===== src/rtl/dacld_pkg.sv =====
package dacld_pkg;

    // Synchronized view of the three serial wires
    typedef struct packed {
        logic sck;
        logic sdi;
        logic seln;
    } ser_pins_t;

    // Edge detector history
    typedef struct packed {
        logic sck_prev;
        logic seln_prev;
    } edge_state_t;

    localparam ser_pins_t PINS_IDLE = '{sck: 1'b0, sdi: 1'b0, seln: 1'b1};

endpackage


===== src/rtl/dacld_sync.sv =====
module dacld_sync #(
    parameter int WIDTH  = 3,
    parameter int STAGES = 2,
    parameter logic [WIDTH-1:0] RST_VAL = '0
) (
    input  logic             clk,
    input  logic             rst_n,
    input  logic [WIDTH-1:0] async_in,
    output logic [WIDTH-1:0] sync_out
);
    logic [STAGES-1:0][WIDTH-1:0] stage_d, stage_q;

    always_comb begin
        stage_d[0] = async_in;
        for (int i = 1; i < STAGES; i++) begin
            stage_d[i] = stage_q[i-1];
        end
    end

    always_ff @(posedge clk or negedge rst_n) begin
        if (!rst_n) begin
            stage_q <= {STAGES{RST_VAL}};
        end else begin
            stage_q <= stage_d;
        end
    end

    assign sync_out = stage_q[STAGES-1];
endmodule


===== src/rtl/dacld_edge.sv =====
module dacld_edge
    import dacld_pkg::*;
(
    input  logic      clk,
    input  logic      rst_n,
    input  ser_pins_t pins_s,
    output logic      shift_en,
    output logic      load_en
);
    edge_state_t st_d, st_q;

    always_comb begin
        st_d.sck_prev  = pins_s.sck;
        st_d.seln_prev = pins_s.seln;
    end

    always_ff @(posedge clk or negedge rst_n) begin
        if (!rst_n) begin
            st_q <= '{sck_prev: 1'b0, seln_prev: 1'b1};
        end else begin
            st_q <= st_d;
        end
    end

    // Serial clock rises count only while select is low
    assign shift_en = pins_s.sck & ~st_q.sck_prev & ~pins_s.seln;
    assign load_en  = pins_s.seln & ~st_q.seln_prev;
endmodule


===== src/rtl/dacld_shift.sv =====
module dacld_shift #(
    parameter int FRAME_W = 24
) (
    input  logic               clk,
    input  logic               rst_n,
    input  logic               shift_en,
    input  logic               bit_in,
    output logic [FRAME_W-1:0] frame
);
    logic [FRAME_W-1:0] frame_d, frame_q;

    always_comb begin
        frame_d = frame_q;
        if (shift_en) begin
            frame_d = {frame_q[FRAME_W-2:0], bit_in};
        end
    end

    always_ff @(posedge clk or negedge rst_n) begin
        if (!rst_n) begin
            frame_q <= '0;
        end else begin
            frame_q <= frame_d;
        end
    end

    assign frame = frame_q;
endmodule


===== src/rtl/dacld_outreg.sv =====
module dacld_outreg #(
    parameter int CODE_W = 12,
    parameter int NUM_CH = 2,
    localparam int FRAME_W = CODE_W * NUM_CH
) (
    input  logic                          clk,
    input  logic                          rst_n,
    input  logic                          load_en,
    input  logic [FRAME_W-1:0]            frame,
    output logic [NUM_CH-1:0][CODE_W-1:0] codes,
    output logic                          done
);
    typedef struct packed {
        logic [NUM_CH-1:0][CODE_W-1:0] code;
        logic                          done;
    } out_state_t;

    out_state_t st_d, st_q;
    logic [NUM_CH-1:0][CODE_W-1:0] slice;

    // Channel 0 is shifted first, so it sits in the top slice
    for (genvar ch = 0; ch < NUM_CH; ch++) begin : g_slice
        assign slice[ch] = frame[FRAME_W-1-ch*CODE_W -: CODE_W];
    end

    always_comb begin
        st_d      = st_q;
        st_d.done = load_en;
        if (load_en) begin
            st_d.code = slice;
        end
    end

    always_ff @(posedge clk or negedge rst_n) begin
        if (!rst_n) begin
            st_q <= '0;
        end else begin
            st_q <= st_d;
        end
    end

    assign codes = st_q.code;
    assign done  = st_q.done;
endmodule


===== src/rtl/dual_dac_loader.sv =====
module dual_dac_loader
    import dacld_pkg::*;
#(
    parameter int CODE_W      = 12,
    parameter int SYNC_STAGES = 2
) (
    input  logic              clk,
    input  logic              rst_n,
    input  logic              ser_clk,
    input  logic              ser_data,
    input  logic              ser_sel_n,
    output logic [CODE_W-1:0] code_a,
    output logic [CODE_W-1:0] code_b,
    output logic              load_done
);
    localparam int NUM_CH  = 2;
    localparam int FRAME_W = CODE_W * NUM_CH;

    ser_pins_t pins_raw, pins_s;
    logic shift_en, load_en;
    logic [FRAME_W-1:0] frame_q;
    logic [NUM_CH-1:0][CODE_W-1:0] codes;

    assign pins_raw = '{sck: ser_clk, sdi: ser_data, seln: ser_sel_n};

    dacld_sync #(
        .WIDTH  ($bits(ser_pins_t)),
        .STAGES (SYNC_STAGES),
        .RST_VAL(PINS_IDLE)
    ) u_sync (
        .clk     (clk),
        .rst_n   (rst_n),
        .async_in(pins_raw),
        .sync_out(pins_s)
    );

    dacld_edge u_edge (
        .clk     (clk),
        .rst_n   (rst_n),
        .pins_s  (pins_s),
        .shift_en(shift_en),
        .load_en (load_en)
    );

    dacld_shift #(.FRAME_W(FRAME_W)) u_shift (
        .clk     (clk),
        .rst_n   (rst_n),
        .shift_en(shift_en),
        .bit_in  (pins_s.sdi),
        .frame   (frame_q)
    );

    dacld_outreg #(.CODE_W(CODE_W), .NUM_CH(NUM_CH)) u_out (
        .clk    (clk),
        .rst_n  (rst_n),
        .load_en(load_en),
        .frame  (frame_q),
        .codes  (codes),
        .done   (load_done)
    );

    assign code_a = codes[0];
    assign code_b = codes[1];
endmodule


===== config.mk =====
export PLATFORM = sky130hd
export DESIGN_NAME = dual_dac_loader
export DESIGN_NICKNAME = d
export VERILOG_FILES = /design/src/rtl/dacld_pkg.sv /design/src/rtl/dacld_sync.sv /design/src/rtl/dacld_edge.sv /design/src/rtl/dacld_shift.sv /design/src/rtl/dacld_outreg.sv /design/src/rtl/dual_dac_loader.sv
export SDC_FILE = /design/constraint.sdc
export NUM_CORES = 1
export LEC_CHECK = 0
export BUFFER_PORTS_ARGS = -buffer_cell sky130_fd_sc_hd__buf_4
export CAP_MARGIN = 20
export CORE_MARGIN = 1.5
export CORE_UTILIZATION = 37
export DETAILED_ROUTE_END_ITERATION = 12
export HOLD_SLACK_MARGIN = 0.03
export PLACE_DENSITY = 0.52
export SYNTH_ARGS = -nofsm -noshare
export SYNTH_HDL_FRONTEND = slang
export SYNTH_SLANG_ARGS = --single-unit

===== constraint.sdc =====
create_clock -name clk -period 3.6 [get_ports clk]
set_clock_uncertainty 0.1 [all_clocks]
set_input_delay 0.36 -clock clk [delete_from_list [all_inputs] [get_ports clk]]
set_output_delay 0.36 -clock clk [all_outputs]
set_load 0.05 [all_outputs]

# After elaboration in Yosys (flattened, before gate mapping)
# Cells that the tools add are included.
# totals
wordCells	14
latch_bits	0
mem_count	0
rom_bits	0
regBits	57
mem_bits_rw	0
inputBits	5
output_inout_bits	25
# classes
bitwise	6
muxes	0
n_reduce_logical	0
multipliers	0
n_addsub	0
eq_ne	0
div	0
n_shift	0
n_lt_le_gt_ge	0
# op_table
cell	n
bitwise AND 1 bit	3
NOT 1 bit	3

# Longest topological paths before layout
# logic_depth
depth_word	3
mapped_depth	4
mapped_depth_nobuf	2

# Modules after synthesis
# From an unflattened synthesis, not the netlist that was laid out.
# hier_totals
cells_unflattened	113
hier_area_um2	2244.7
# by_module_without_submodules
module	area_each_um2	seq_area_each_um2	cells_each	n_inst
dacld_outreg	1022.2	625.6	52	1
dacld_shift	997.2	600.6	51	1
dacld_sync	152.6	152.6	6	1
dacld_edge	72.6	51.3	4	1

# Worst setup path after synthesis
# OpenSTA, ideal clock, no wires.
# synth_path
kind	reg-to-reg
start	reg u_edge.st_q[0] in the netlist's numbering
end	reg u_out.st_q, in the netlist u_out.codes[10]
period_less_slack_ns	1.435
setup_slack_ns	2.165
setup_time_ns	0.125
stages_incl_launch_ff	5
path_buffers	2
t_arrival_ns	1.211
cell_sequence	dfstp_2 -> nand2b_1 -> buf_2 -> buf_6 -> mux2_2
# synth_between
elab_chain_cells	2
# synth_rtl
element	line_no	source
start, declared	dacld_edge.sv:10	edge_state_t st_d, st_q;
start signal, assigned	dacld_edge.sv:19	st_q <= '{sck_prev: 1'b0, seln_prev: 1'b1};
start signal, assigned	dacld_edge.sv:21	st_q <= st_d;
NOT 1 bit	dacld_edge.sv:27	assign load_en = pins_s.seln & ~st_q.seln_prev;
bitwise AND 1 bit	dacld_edge.sv:27	
end signal, assigned	dacld_outreg.sv:38	st_q <= st_d;
end, declared	dacld_outreg.sv:18	out_state_t st_d, st_q;
# No other way between the ends.
# A chain may end at the register's enable or synchronous reset.

# Worst setup path in the final report
# layout_path
start	reg u_sync.stage_q, in the netlist u_sync.sync_out[0]
end	reg u_shift.frame_q[18], in the netlist u_shift.frame[18]
# layout_between
elab_chain_cells	2
# layout_rtl
element	line_no	source
start, declared	dacld_sync.sv:11	logic [STAGES-1:0][WIDTH-1:0] stage_d, stage_q;
start signal, assigned	dacld_sync.sv:22	stage_q <= {STAGES{RST_VAL}};
start signal, assigned	dacld_sync.sv:24	stage_q <= stage_d;
NOT 1 bit	dacld_edge.sv:26	assign shift_en = pins_s.sck & ~st_q.sck_prev & ~pins_s.seln;
bitwise AND 1 bit	dacld_edge.sv:26	
end signal, assigned	dacld_shift.sv:23	frame_q <= frame_d;
end, declared	dacld_shift.sv:10	logic [FRAME_W-1:0] frame_d, frame_q;
# No other way between the ends.

==> impl_metrics.yaml <==
run_status:
  status: "finished, final reports clean"
power:
  leakage_nw: 1.29
  cellPowerDensity_nw_per_um2: 643
  ir_drop_mv: 0.370
synth:
  syn_area_sq_um: 2050
  yosys.area_share.simple: 0.0122
  seq_area_frac_synth: 0.698
  ys.warnings.count: 0
  synthMuxAreaShare: 0.264
  synth_cell_types: 9
  syn_area_per_cell_sq_um: 18.1
  synth_nets: 118
  synth_top_family_by_area: "multiplexers"
  synth_xor_xnor_area_share: 0
  netlist_instances: 113
  yosys.area_share.adder: 0
  synth_compound_area_frac: 0
  synth-seq-cells: 57
timing:
  setup_tns_ns: 0
  period_needed_ns: 1.65
  hold_viol_final: 0
  maxSlewViolCount: 0
  final.setup.worst_slack_ns: 1.95
  period_share: 0.459
  worst_pin_slew_ns: 0.687
  setup_viol: 0
  fmax_mhz: 605
  rsz0062_at_grt: "false"
  maxSlewHeadroom: 0.542
global_routing:
  grt_antenna_before_repair: 0
  grt_pass1_vias: 1153
  grt_pass1_wl_mm: 5.43
  overflow: 0
  grt_max_degree: 58
  track_usage: 0.121
clocking:
  clockRootBuffer: "clkbuf_8"
  numCtsBuffers: 9
  postCtsSetupRepairBufs: 0
  path_clk_slew_ns: 0.06
  cts_tree: "built"
  max-clock-path-buffers: 2
  htreeDepth: 3
  cts_sinks: 57
  clock_latency_ns: 0.31
detailed_routing:
  drt-total-wl_mm: 3.03
  drt_iter0_drc: 45
  viasPerCell: 4.57
  first_pass_iters: 3
  routedWlPerCell_microns: 13.3
  antenna_left: 0
  vias: 1041
  drcViolationCount: 0
place:
  port_buffers: 29
  gp_congestion: 0.635
  hpwl_mm: 1.84
  post-place-ws_ns: 1.93
  place_area_sq_um: 2360
final_layout:
  antenna_cells: 0
  post_route_cells_drive_above_1_share: 0.582
  fin_util: 0.489
  area_delta_synth_final_pct: 24.9
  layout_common_cells: "dfrtp_1, mux2_2, buf_4"
  design_area_sq_um: 2560
  fin_nets: 158
  mostFrequentLayoutCell: "dfrtp_1"
critical_path:
  endpoint_kind: "flip-flop"
  crit_fanout: 17
  crit_start: "u_sync.sync_out[0]"
  worst_r2r_startpoint: "u_sync.sync_out[0]"
  worstPathRequired_ns: 3.70
  cp_data_arrival_time_ns: 1.75
  crit_type: "flip-flop to flip-flop"
  start_kind: "flip-flop"
floorplanning:
  fp.dieH_microns: 77.4
  fp.dieW_microns: 77.4
  pin_count: 30
  core_sq_um: 5240
  row_count: 26
  initial_utilization: 0.391
  die_area_sq_um: 5990
hold_path:
  hp-start: "ser_data"
  worstHoldPathType: "primary input to flip-flop"
job:
  drv_cap: 0
==> critical path: stages, from the launching register on <==
cell     delay, ns
dfstp_2       0.39
nor3b_4       0.49
buf_16        0.22
mux2_2        0.34
==> kinds of logic after synthesis <==
family        after synthesis
buf+inv                     6
flops                      57
mux                        48
simple gates                2
==> flip-flops by register name (all words and copies together) (netlist names) <==
signal           cells
u_edge.st_q          2
u_out.done           1
u_sync.sync_out      3
u_sync.stage_d       3
u_shift.frame       24
u_out.codes         24
==> layout make-up <==
class                           instances  area [sq um]
Inverter                                1          3.75
Multi-Input combinational cell         50           566
Sequential cell                        57          1430
Tap cell                               70          87.6
Timing Repair Buffer                   34           303
Fill cell                             468          2680
Clock buffer                           16           170
==> timing repair <==
item	CTS	global route
gates resized for setup	0	0
endpoints found under the setup margin	0	0
hold buffers	1	2
hold endpoints to repair	54	2
==> report_power, final <==
group / total [mW] / switching (mW) / leakage, nW / internal, mW
sequential: 0.788 / 0.0546 / 0.750 / 0.734
combinational: 0.353 / 0.217 / 0.455 / 0.136
clock: 0.505 / 0.216 / 0.0850 / 0.289
==> Yosys cell counts <==
| master | count | area share |
|---|---|---|
| dfrtp_1 | 54 | 0.66 |
| mux2_2 | 46 | 0.25 |
| buf_6 | 4 | 0.022 |
| dfstp_2 | 3 | 0.038 |
| mux2_1 | 2 | 0.011 |
| buf_2 | 1 | 0.0024 |
| inv_1 | 1 | 0.0018 |
| nand2b_1 | 1 | 0.0031 |
| nor3b_4 | 1 | 0.0092 |
==> final timing paths <==
check,cells past startpoint,endpoint,slack [ns]
hold reg to reg,0,u_sync.sync_out[2],0.25
min in group asynchronous,2,u_shift.frame[17],0.54
setup reg to reg,3,u_shift.frame[18],1.95
max in group asynchronous,2,u_out.codes[15],2.41
hold / removal,1,u_sync.stage_d[4],0.05
setup / recovery,3,u_shift.frame[18],1.95
==> through the flow <==
| step | power, mW | hold slack, ns | cells |
|---|---|---|---|
| floorplan | 1.03 | -0.0356 | 113 |
| global placement | 1.14 | 0.233 | 207 |
| detailed placement | 1.15 | 0.239 | 209 |
| CTS | 1.67 | 0.0304 | 226 |
| global route | 1.74 | 0.0305 | 228 |
| finish | 1.65 | 0.0499 | 228 |
==> per-layer routing <==
layer  up-vias  wire (microns)  GRT usage
li1        474               -          -
met3         6             115     0.0388
met2        26            1530      0.188
met1       535            1330      0.140
met4         0              57     0.0873
met5         -               0          0
Note: power is estimated with default switching activity, not from simulation.
